===== src/rtl/cfi_pkg.sv =====
package cfi_pkg;
   localparam int BIT_DATA  = 0;
   localparam int BIT_MIXED = 1;
   localparam int DC_LSB    = 2;
   localparam int BIT_DLB   = 5;
   localparam int BIT_SLB   = 6;

   typedef enum logic [1:0] {
      MODE_PGM   = 2'd0,
      MODE_DATA  = 2'd1,
      MODE_MIXED = 2'd2
   } mode_e;

   function automatic mode_e mode_of(input logic dp, input logic mm);
      if (!dp)
         return MODE_PGM;
      return mm ? MODE_MIXED : MODE_DATA;
   endfunction
endpackage


===== src/rtl/cfi_rx.sv =====
module cfi_rx #(
   parameter int FRAME_W = 16,
   parameter int DC_W    = 3
) (
   input  logic              clk,
   input  logic              rst_n,
   input  logic              fs_in,
   input  logic              sdi,
   input  logic              sample_tick,
   output logic              rx_valid,
   output logic [FRAME_W-1:0] rx_word,
   output logic [DC_W:0]     rx_ord
);
   localparam int BC_W  = $clog2(FRAME_W + 1);
   localparam int ORD_W = DC_W + 1;

   logic [ORD_W-1:0]   fs_cnt, ord_base, ord_next, cur_ord;
   logic [BC_W-1:0]    bit_cnt;
   logic [FRAME_W-1:0] sr;

   always_comb begin
      ord_base = sample_tick ? '0 : fs_cnt;
      ord_next = (ord_base == '1) ? ord_base : ord_base + ORD_W'(1);
   end

   always_ff @(posedge clk or negedge rst_n) begin
      if (!rst_n)
         fs_cnt <= '0;
      else if (fs_in)
         fs_cnt <= ord_next;
      else if (sample_tick)
         fs_cnt <= '0;
   end

   always_ff @(posedge clk or negedge rst_n) begin
      if (!rst_n) begin
         bit_cnt  <= '0;
         sr       <= '0;
         cur_ord  <= '0;
         rx_valid <= 1'b0;
         rx_word  <= '0;
         rx_ord   <= '0;
      end else begin
         rx_valid <= 1'b0;
         if (fs_in) begin
            bit_cnt <= BC_W'(FRAME_W);
            cur_ord <= ord_next;
         end else if (bit_cnt != '0) begin
            sr      <= {sr[FRAME_W-2:0], sdi};
            bit_cnt <= bit_cnt - BC_W'(1);
            if (bit_cnt == BC_W'(1)) begin
               rx_valid <= 1'b1;
               rx_word  <= {sr[FRAME_W-2:0], sdi};
               rx_ord   <= cur_ord;
            end
         end
      end
   end

   assert_ord_nonzero_R3: assert property (@(posedge clk) disable iff (!rst_n)
      rx_valid |-> rx_ord != '0);
   assert_tick_first_R3: assert property (@(posedge clk) disable iff (!rst_n)
      (fs_in && sample_tick) |=> cur_ord == ORD_W'(1));
endmodule


===== src/rtl/cfi_ctrl.sv =====
module cfi_ctrl
   import cfi_pkg::*;
#(
   parameter int FRAME_W = 16,
   parameter int VAL_W   = 8,
   parameter int NREG    = 8,
   parameter int DC_W    = 3
) (
   input  logic                    clk,
   input  logic                    rst_n,
   input  logic                    rx_valid,
   input  logic [FRAME_W-1:0]      rx_word,
   input  logic [DC_W:0]           rx_ord,
   input  logic                    sample_tick,
   input  logic [FRAME_W-1:0]      adc_word,
   output logic [FRAME_W-1:0]      dac_word,
   output logic                    dac_we,
   output logic [NREG*VAL_W-1:0]   cfg_regs,
   output logic                    mixed_o,
   output logic                    slb_o
);
   localparam int ADDR_W = $clog2(NREG);
   localparam logic [VAL_W-1:0] LB_MASK = VAL_W'((1 << BIT_DLB) | (1 << BIT_SLB));

   logic [VAL_W-1:0]   regs [NREG];
   logic [DC_W-1:0]    dc;
   mode_e              mode;
   logic               claimed, is_ctrl, is_data, dlb;
   logic [ADDR_W-1:0]  wr_addr;
   logic [VAL_W-1:0]   wr_val, reg0_next;
   logic [FRAME_W-1:0] data_val;

   always_comb begin
      dc       = regs[0][DC_LSB +: DC_W];
      mode     = mode_of(regs[0][BIT_DATA], regs[0][BIT_MIXED]);
      dlb      = regs[0][BIT_DLB];
      claimed  = rx_valid && (rx_ord == ({1'b0, dc} + (DC_W+1)'(1)));
      is_ctrl  = claimed && ((mode == MODE_PGM) ||
                             (mode == MODE_MIXED && rx_word[FRAME_W-1]));
      is_data  = claimed && !is_ctrl && (mode != MODE_PGM);
      data_val = (mode == MODE_MIXED) ? {rx_word[FRAME_W-2:0], 1'b0} : rx_word;
      wr_addr  = rx_word[FRAME_W-2 -: ADDR_W];
      wr_val   = rx_word[VAL_W-1:0];
      reg0_next = (mode == MODE_MIXED) ? wr_val : (wr_val | (regs[0] & LB_MASK));
   end

   for (genvar g = 0; g < NREG; g++) begin : g_reg
      if (g == 0) begin : g_ctrl
         always_ff @(posedge clk or negedge rst_n) begin
            if (!rst_n)
               regs[g] <= '0;
            else if (is_ctrl && wr_addr == ADDR_W'(g))
               regs[g] <= reg0_next;
         end
      end else begin : g_plain
         always_ff @(posedge clk or negedge rst_n) begin
            if (!rst_n)
               regs[g] <= '0;
            else if (is_ctrl && wr_addr == ADDR_W'(g))
               regs[g] <= wr_val;
         end
      end
      assign cfg_regs[g*VAL_W +: VAL_W] = regs[g];
   end

   always_ff @(posedge clk or negedge rst_n) begin
      if (!rst_n) begin
         dac_word <= '0;
         dac_we   <= 1'b0;
      end else if (dlb && sample_tick) begin
         dac_word <= adc_word;
         dac_we   <= 1'b1;
      end else if (is_data && !dlb) begin
         dac_word <= data_val;
         dac_we   <= 1'b1;
      end else begin
         dac_we   <= 1'b0;
      end
   end

   assign mixed_o = (mode == MODE_MIXED);
   assign slb_o   = regs[0][BIT_SLB];

   assert_plain_locked_R5: assert property (@(posedge clk) disable iff (!rst_n)
      (mode == MODE_DATA) |=> (mode == MODE_DATA));
   assert_dlb_clear_R10: assert property (@(posedge clk) disable iff (!rst_n)
      $fell(regs[0][BIT_DLB]) |-> $past(mode == MODE_MIXED));
   assert_slb_clear_R10: assert property (@(posedge clk) disable iff (!rst_n)
      $fell(regs[0][BIT_SLB]) |-> $past(mode == MODE_MIXED));
   assert_mixed_lsb_R6: assert property (@(posedge clk) disable iff (!rst_n)
      (dac_we && $past(mode == MODE_MIXED && !dlb)) |-> !dac_word[0]);
   assert_dac_source_R9: assert property (@(posedge clk) disable iff (!rst_n)
      dac_we |-> $past(rx_valid || sample_tick));
endmodule


===== src/rtl/cfi_tx.sv =====
module cfi_tx #(
   parameter int FRAME_W = 16
) (
   input  logic               clk,
   input  logic               rst_n,
   input  logic               sample_tick,
   input  logic [FRAME_W-1:0] adc_word,
   input  logic               mixed,
   input  logic               slb,
   input  logic               fs_in,
   input  logic               sdi,
   output logic               sdo,
   output logic               fs_out
);
   localparam int BC_W     = $clog2(FRAME_W + 1);
   localparam int LB_DEPTH = FRAME_W;

   logic [FRAME_W-1:0]  tx_sr;
   logic [BC_W-1:0]     tx_cnt;
   logic                fs_o;
   logic [LB_DEPTH-1:0] dl_sdi, dl_fs;

   always_ff @(posedge clk or negedge rst_n) begin
      if (!rst_n) begin
         tx_sr  <= '0;
         tx_cnt <= '0;
         fs_o   <= 1'b0;
      end else if (sample_tick) begin
         fs_o   <= 1'b1;
         tx_cnt <= '0;
         tx_sr  <= mixed ? {1'b0, adc_word[FRAME_W-2:0]} : adc_word;
      end else if (fs_o) begin
         fs_o   <= 1'b0;
         tx_cnt <= BC_W'(FRAME_W);
      end else if (tx_cnt != '0) begin
         tx_sr  <= {tx_sr[FRAME_W-2:0], 1'b0};
         tx_cnt <= tx_cnt - BC_W'(1);
      end
   end

   for (genvar s = 0; s < LB_DEPTH; s++) begin : g_dly
      if (s == 0) begin : g_head
         always_ff @(posedge clk or negedge rst_n) begin
            if (!rst_n) begin
               dl_sdi[s] <= 1'b0;
               dl_fs[s]  <= 1'b0;
            end else begin
               dl_sdi[s] <= sdi;
               dl_fs[s]  <= fs_in;
            end
         end
      end else begin : g_body
         always_ff @(posedge clk or negedge rst_n) begin
            if (!rst_n) begin
               dl_sdi[s] <= 1'b0;
               dl_fs[s]  <= 1'b0;
            end else begin
               dl_sdi[s] <= dl_sdi[s-1];
               dl_fs[s]  <= dl_fs[s-1];
            end
         end
      end
   end

   always_comb begin
      if (slb) begin
         sdo    = dl_sdi[LB_DEPTH-1];
         fs_out = dl_fs[LB_DEPTH-1];
      end else begin
         sdo    = (tx_cnt != '0) ? tx_sr[FRAME_W-1] : 1'b0;
         fs_out = fs_o;
      end
   end

   assert_mixed_flag_R7: assert property (@(posedge clk) disable iff (!rst_n)
      ($rose(fs_o) && $past(mixed)) |-> !tx_sr[FRAME_W-1]);
   assert_idle_quiet_R7: assert property (@(posedge clk) disable iff (!rst_n)
      (!slb && fs_out) |-> !sdo);
endmodule


===== src/rtl/codec_frame_interp.sv =====
module codec_frame_interp #(
   parameter int FRAME_W = 16,
   parameter int VAL_W   = 8,
   parameter int NREG    = 8,
   parameter int DC_W    = 3
) (
   input  logic                  clk,
   input  logic                  rst_n,
   input  logic                  fs_in,
   input  logic                  sdi,
   input  logic                  sample_tick,
   input  logic [FRAME_W-1:0]    adc_word,
   output logic                  sdo,
   output logic                  fs_out,
   output logic [FRAME_W-1:0]    dac_word,
   output logic                  dac_we,
   output logic [NREG*VAL_W-1:0] cfg_regs
);
   localparam int ADDR_W = $clog2(NREG);

   if (ADDR_W + VAL_W > FRAME_W - 1) begin : g_bad_fields
      $error("address and value fields do not fit below the flag bit");
   end
   if (VAL_W < cfi_pkg::BIT_SLB + 1 || cfi_pkg::DC_LSB + DC_W > cfi_pkg::BIT_DLB) begin : g_bad_ctrl
      $error("control register too narrow for its fields");
   end
   if (NREG < 2) begin : g_bad_nreg
      $error("need at least two registers");
   end

   logic               rx_valid, mixed, slb;
   logic [FRAME_W-1:0] rx_word;
   logic [DC_W:0]      rx_ord;

   cfi_rx #(.FRAME_W(FRAME_W), .DC_W(DC_W)) u_rx (
      .clk, .rst_n, .fs_in, .sdi, .sample_tick,
      .rx_valid, .rx_word, .rx_ord
   );

   cfi_ctrl #(.FRAME_W(FRAME_W), .VAL_W(VAL_W), .NREG(NREG), .DC_W(DC_W)) u_ctrl (
      .clk, .rst_n, .rx_valid, .rx_word, .rx_ord, .sample_tick, .adc_word,
      .dac_word, .dac_we, .cfg_regs, .mixed_o(mixed), .slb_o(slb)
   );

   cfi_tx #(.FRAME_W(FRAME_W)) u_tx (
      .clk, .rst_n, .sample_tick, .adc_word, .mixed, .slb,
      .fs_in, .sdi, .sdo, .fs_out
   );

   assert_frame_effect_R2: assert property (@(posedge clk) disable iff (!rst_n)
      (dac_we && !$past(sample_tick)) |-> $past(rx_valid));
endmodule


===== config.mk =====
export PLATFORM = sky130hd
export DESIGN_NAME = codec_frame_interp
export DESIGN_NICKNAME = d
export VERILOG_FILES = /design/src/rtl/cfi_pkg.sv /design/src/rtl/cfi_rx.sv /design/src/rtl/cfi_ctrl.sv /design/src/rtl/cfi_tx.sv /design/src/rtl/codec_frame_interp.sv
export SDC_FILE = /design/constraint.sdc
export NUM_CORES = 1
export LEC_CHECK = 0
export ABC_AREA = 1
export BUFFER_PORTS_ARGS = -buffer_cell sky130_fd_sc_hd__buf_2
export CAP_MARGIN = 20
export CORE_MARGIN = 5
export CORE_UTILIZATION = 62
export DETAILED_ROUTE_END_ITERATION = 7
export GPL_ROUTABILITY_DRIVEN = 0
export PLACE_DENSITY = 0.85
export SKIP_LAST_GASP = 1
export SLEW_MARGIN = 30
export SYNTH_ARGS = -nofsm -noshare
export SYNTH_HDL_FRONTEND = slang
export SYNTH_SLANG_ARGS = --single-unit

===== constraint.sdc =====
create_clock -name clk -period 2.6 [get_ports clk]
set_input_delay 0.26 -clock clk [delete_from_list [all_inputs] [get_ports clk]]
set_output_delay 0.26 -clock clk [all_outputs]
set_load 0.02 [all_outputs]

==> results of run 1 <==
path summary, 6_finish.rpt:
| path | cells past startpoint | end | startpoint | slack [ns] |
|---|---|---|---|---|
| max | 9 | u_ctrl.cfg_regs[54] | u_ctrl.cfg_regs[2] | 0.45 |
| min | 1 | u_tx.dl_fs[0] | fs_in | 0.07 |
| max reg2reg | 9 | u_ctrl.cfg_regs[54] | u_ctrl.cfg_regs[2] | 0.45 |
| min reg2reg | 0 | u_tx.dl_sdi[6] | u_tx.dl_sdi[5] | 0.34 |
| max in group asynchronous | 3 | u_ctrl.cfg_regs[26] | rst_n | 1.39 |
| min in group asynchronous | 2 | u_tx.dl_fs[1] | rst_n | 0.39 |
layout make-up:
class                      count  share of cell area (%)
inverter                      58                   2.448
clock buffer                  24                   5.303
sequential                   184                   51.77
clock inverter                 8                   1.618
tap                          168                   2.363
multi-input combinational    550                   29.12
timing repair buffer         117                   7.385
state kept, by name (all words and copies together) (netlist names):
| name | cells |
|---|---|
| u_tx.dl_sdi | 16 |
| u_tx.tx_sr | 16 |
| u_tx.fs_o | 1 |
| u_rx.cur_ord | 4 |
| u_tx.dl_fs | 16 |
| u_rx.rx_ord | 4 |
| u_rx.rx_word | 16 |
| u_tx.tx_cnt | 5 |
| u_ctrl.dac_word | 16 |
| u_ctrl.dac_we | 1 |
| u_rx.sr | 15 |
| u_rx.rx_valid | 1 |
| u_ctrl.cfg_regs | 64 |
| u_rx.fs_cnt | 4 |
| u_rx.bit_cnt | 5 |
worst register-to-register path: cells and delay by family, from the launching register on:
family	cells	cell delay [ns]
and+or+nand+nor	7	1.00
DFF	1	0.48
buffers and inverters	1	0.25
adders and majority gates	1	0.36
synthesized netlist by cell type, drive strengths merged:
master  instances  share of area, %
a211oi          1             0.098
a21o            2              0.20
a21oi           5              0.33
buf            16               1.7
clkbuf         28               1.4
dfrtp         184                60
ha              5              0.82
inv            58               2.8
nand2         264                13
nand3          30               2.0
nand4          75               6.3
nor2           64               3.7
nor3            1             0.065
nor4            1             0.082
o211ai          2              0.20
o21ai          83               5.4
o22ai          14               1.1
o31ai           2              0.20
xor2            1              0.11
per-stage QoR:
stage	std cells	power, uW	instance area [um^2]	setup slack [ns]	util [%]
4_1_cts	1109	7408	8895	0.4800	73.74
5_1_grt	1109	7754	8895	0.3035	73.74
3_5_place_dp	1075	4707	8259	0.5185	68.48
3_3_place_gp	1075	4649	8259	0.6001	68.48
6_report	1109	7416	8895	0.4530	73.74
2_1_floorplan	836	4288	7642	0.8160	-
metal layers:
layer / GRT usage (%) / vias to the layer above / wire length [um]
met4: 9.348 / 0 / 461
met3: 5.455 / 48 / 1368
li1: - / 2950 / -
met1: 34.77 / 3053 / 7543
met2: 41.51 / 295 / 8840
met5: 0 / - / 0
kinds of logic after synthesis:
kind of cell,Yosys count
XOR/XNOR,1
buffers and inverters,102
AO/OA/AOI/OAI,109
adder cells (fa/ha/maj),5
AND/OR/NAND/NOR,435
flip-flops,184
power groups by stage:
stage | Sequential, uW | Clock [uW] | Combinational (uW)
CTS | 3630 | 2710 | 1070
finish | 3650 | 2700 | 1070
floorplan | 3440 | 0 | 847
detailed placement | 3670 | 0 | 1040
global route | 3680 | 2840 | 1230
global placement | 3650 | 0 | 995
==> results.md, run 1 <==
* Initial antenna violation count at 0
* Crit path top cell by count: nand2_1
* Post-CTS sizing at 0
* Multiplexer area fraction after synthesis at 0%
* Pre-antenna DRT Iters at 5
* Ys Warns at 0
* Net Sw Power at 2207 uW
* Worst Path Required at 2.96 ns
* Final wirelength at 18210 um
* Clk_lat worst skew at 0.43 ns
* Multi-input logic area at 2590 um^2
* Synth Area in Adders at 0.8186%
* Power Density at 833.7 nW/um^2
* Cell variety after synth at 29
* Cell area after synthesis at 7642 um^2
* Most common cell after layout, fill and taps aside: nand2_1
* CP bufs+invs at 1
* GRT Total Usage at 25.76%
* Mean Syn Cell Area at 9.142 um^2
* Worst-path clk slew at 0.07 ns
* HP Class: input port to flip-flop
* Post-Synthesis Cells at 836
* Clock buffer count from CTS at 17
* Kind of critical path: flip-flop to flip-flop
* Cell Int Power at 5209 uW
* Die W at 121.0 um
* FF+latch area at 4604 um^2
* Setup repair bufs after CTS at 0
* Sequential share of the synthesized area at 60.25%
* Root Buffer Master: clkbuf_16
* XOR/XNOR share of the synthesized area at 0.1146%
* Fin crit share at 82.58%
* Fin nets at 954
* Global route total overflow at 0
* Max Cap Viol at 0
* Largest net degree at the start of global routing at 72
* # DRC at 0
* Hold WS at 0.07252 ns
* Port buffer count at 103
* Row cnt at 40
* Sw Ratio at 29.76%
* CP max stage cell: dfrtp_1
* Wirelength per Cell at 16.42 um
* CP endpoint kind: flip-flop
* Critical path startpoint category: flip-flop
* Final setup fails at 0
* Final-report hold violation count at 0
* Tmin final at 2.147 ns
* Area growth from synthesis to layout at 16.39%
* FMAX at 0.4658 GHz
* IO Pins at 104
* Clock Skews at 0.007481 ns
* Clock Path Buffers at 2
* Seq pwr share at 49.2%
* Hold_buf cts at 2
* Critical path peak fanout at 38
* RSZ-0062 raised after global routing: no
* Leak pwr at 0.004736 uW
* CTS tree: yes
* Syn_nets at 862
* Flops & latches, synth at 184
* Vias in the first global route at 5942
* Slew @ Worst Pin at 0.6367 ns
* Layout cell share with drive strength beyond 1 at 16.90%
* Outcome: complete, no violations
* HPWL after DPL at 11620 um
* Final antenna-violating net count at 0
* Num Clock Sinks at 184
* CP max stage delay at 0.48 ns
* Simple-gate share of the synthesized area at 25.33%
* Main combinational cell family by area after synthesis: simple AND/OR/NAND/NOR gates
* # fillers at 865
* Routed vias/inst at 5.722
* VDD IR-drop max at 0.4949 mV
* TNS Setup at 0 ns
* Full die area at 14650 um^2
* Slew Limit Fails at 0
* ANT cells at 0
* Clock power share at 36.4%
* Initial Util at 63.36%
* Vias at 6346
* First-pass GRT wire length at 29680 um
* Core area at 12060 um^2
* Combinational group share of total power at 14.4%
* CP cell instances: ha_1, nand2_1, nand3_1, nor2_4, nand2_2, nor2_8, buf_12, nand4_1, nand2_1
* Post-synthesis compound-gate area fraction at 7.597%
* WP data arrival at 2.51 ns
* Most frequent cells in the layout: nand2_1 (260), dfrtp_1 (184), buf_2 (102)
* Crit-path leading delay family: simple AND/OR/NAND/NOR gates
* Die height at 121.0 um
* 1st-iter DRT viols at 806
* Relative slew margins at 57.56%
* H-Tree Level Count at 4
Power figures use the tool's default switching activity.
==> run 2: changes to the inputs <==
- CORE_UTILIZATION: 62 -> 57
- PLACE_DENSITY: 0.85 -> 0.79
- clock period: 2.6 -> 2.17 ns (I/O delays scaled with it)
==> run 2 against run 1 <==
Power grew 19%. First-iteration DRC count fell by 9.7%. Count of clock-buffer cells in the layout down 4. Sequential share of layout area decreased by 0.70 points. Via count is 0.36% lower. Final cell count grew 2.1%. Global-route usage decreased by 2.1 points. Combinational power up 27%. Sequential power grew 19%. Core utilization fell by 5.4 points. Critical endpoint is now u_ctrl.cfg_regs[3]. Largest cell class unchanged.
==> results.md, run 2 (synthesis results as in run 1) <==
* Max Used Layer: met4
* Clk_lat worst skew at 0.43 ns
* Row cnt at 42
* Final setup fails at 0
* Tmin final at 1.991 ns
* Critical path startpoint category: flip-flop
* ANT cells at 0
* Slew Limit Fails at 0
* Die W at 125.8 um
* Power Density at 979.8 nW/um^2
* FMAX at 0.5024 GHz
* Worst Path Required at 2.48 ns
* GRT Total Usage at 23.62%
* Core area at 13190 um^2
* Fin area at 9016 um^2
* Layout cell share with drive strength beyond 1 at 18.62%
* Largest net degree at the start of global routing at 52
* Max Cap Viol at 0
* Critical path peak fanout at 8
* First-pass GRT wire length at 29990 um
* Kind of critical path: flip-flop to flip-flop
* Area growth from synthesis to layout at 17.98%
* Worst-path clk slew at 0.07 ns
* Routed vias/inst at 5.586
* Final wirelength at 18160 um
* VDD IR-drop max at 0.5269 mV
* CP max stage cell: dfrtp_1
* Max FFs per register at 64
* WP data arrival at 2.30 ns
* Fin nets at 969
* CP cell instances: ha_1, inv_1, a21oi_1, nand3_1, nor2_4, nand4_1, nand2_1, nand2_1
* Most frequent cells in the layout: nand2_1 (260), dfrtp_1 (184), buf_2 (102)
* Fin crit share at 91.73%
* HPWL after DPL at 11960 um
* Root Buffer Master: clkbuf_16
* Full die area at 15820 um^2
* Vias at 6323
* Crit-path leading delay family: simple AND/OR/NAND/NOR gates
* Initial Util at 57.94%
* 1st-iter DRT viols at 728
* Metal3 WL at 1269 um
* Most common cell after layout, fill and taps aside: nand2_1
* Leak pwr at 0.004802 uW
* CTS tree: yes
* Clock Skews at 0.01441 ns
* Global route total overflow at 0
* H-Tree Level Count at 4
* Met2 wire length at 8813 um
* Clock buffer count from CTS at 17
* Relative slew margins at 57.59%
* Placed cell areas at 8387 um^2
* Initial antenna violation count at 0
* CP max stage delay at 0.43 ns
* Final antenna-violating net count at 0
* RSZ-0062 raised after global routing: no
* FF-to-FF setup slack at 0.18 ns
* Port buffer count at 103
* Slew @ Worst Pin at 0.6362 ns
* Clock Path Buffers at 2
* Crit path top cell by count: nand2_1
* IO Pins at 104
* Outcome: complete, no violations
* Num Clock Sinks at 184
* # DRC at 0
* Pre-antenna DRT Iters at 6
* CP bufs+invs at 1
* Vias in the first global route at 5994
* HP Class: input port to flip-flop
* TNS Setup at 0 ns
* Hold WS at 0.02764 ns
* Final-report hold violation count at 0
* Met1 Wirelength at 7668 um
* Die height at 125.8 um
* CP endpoint kind: flip-flop
* Wirelength per Cell at 16.05 um
-- run 2: cell types whose count changed in the layout (fill, tap and decap cells not counted) --
cell / previous run / this run
clkinv_2: 3 / 4
o31ai_1: 2 / 1
clkbuf_8: 2 / 1
o31ai_2: 0 / 1
bufinv_16: 4 / 3
clkinvlp_4: 0 / 3
buf_12: 2 / 3
inv_6: 0 / 1
clkbuf_1: 5 / 2
buf_4: 10 / 24
-- run 2: metrics by stage --
stage,setup slack [ns],total power [uW],utilization [%],instances
floorplan,0.3860,5138,-,836
CTS,0.1546,8851,68.26,1131
global route,0.01291,9275,68.36,1132
detailed placement,0.2395,5721,63.58,1097
global placement,0.2901,5653,63.58,1097
finish,0.1794,8834,68.36,1132
-- run 2: where the power goes --
part	switching [uW]	total [uW]	internal (uW)
sequential	507	4350	3840
clock	1290	3130	1840
combinational	896	1360	460
-- run 2: path summary, 6_finish.rpt --
check                                    from            endpoint  cells past startpoint
setup / recovery           u_ctrl.cfg_regs[3]  u_ctrl.cfg_regs[3]                      8
hold / removal                          fs_in       u_tx.dl_fs[0]                      1
setup reg to reg           u_ctrl.cfg_regs[3]  u_ctrl.cfg_regs[3]                      8
hold reg to reg                u_tx.dl_sdi[6]      u_tx.dl_sdi[7]                      0
max in group asynchronous               rst_n  u_ctrl.cfg_regs[4]                      3
min in group asynchronous               rst_n     u_rx.bit_cnt[4]                      2
-- run 2: area by class of cell --
type / count / area (um^2)
Inverter: 58 / 217.7
Clock buffer: 20 / 446.7
Timing Repair Buffer: 132 / 782.0
Fill cell: 1000 / 4174
Clock inverter: 12 / 150.1
Tap cell: 176 / 220.2
Sequential cell: 184 / 4604
Multi-Input combinational cell: 550 / 2595
-- run 2: metal layers --
layer,global-route usage (%),vias to the layer above
met5,0,-
met4,8.517,0
met3,4.742,39
met2,37.32,264
met1,32.97,3042
li1,-,2978
-- run 2: timing repair --
| action | in CTS | in global routing |
|---|---|---|
| buffers inserted | 0 | 1 |
| resized for setup | 0 | 1 |
| hold buffers | 2 | 0 |
| hold endpoints to repair | 48 | 0 |
| setup endpoints to repair | 0 | 2 |
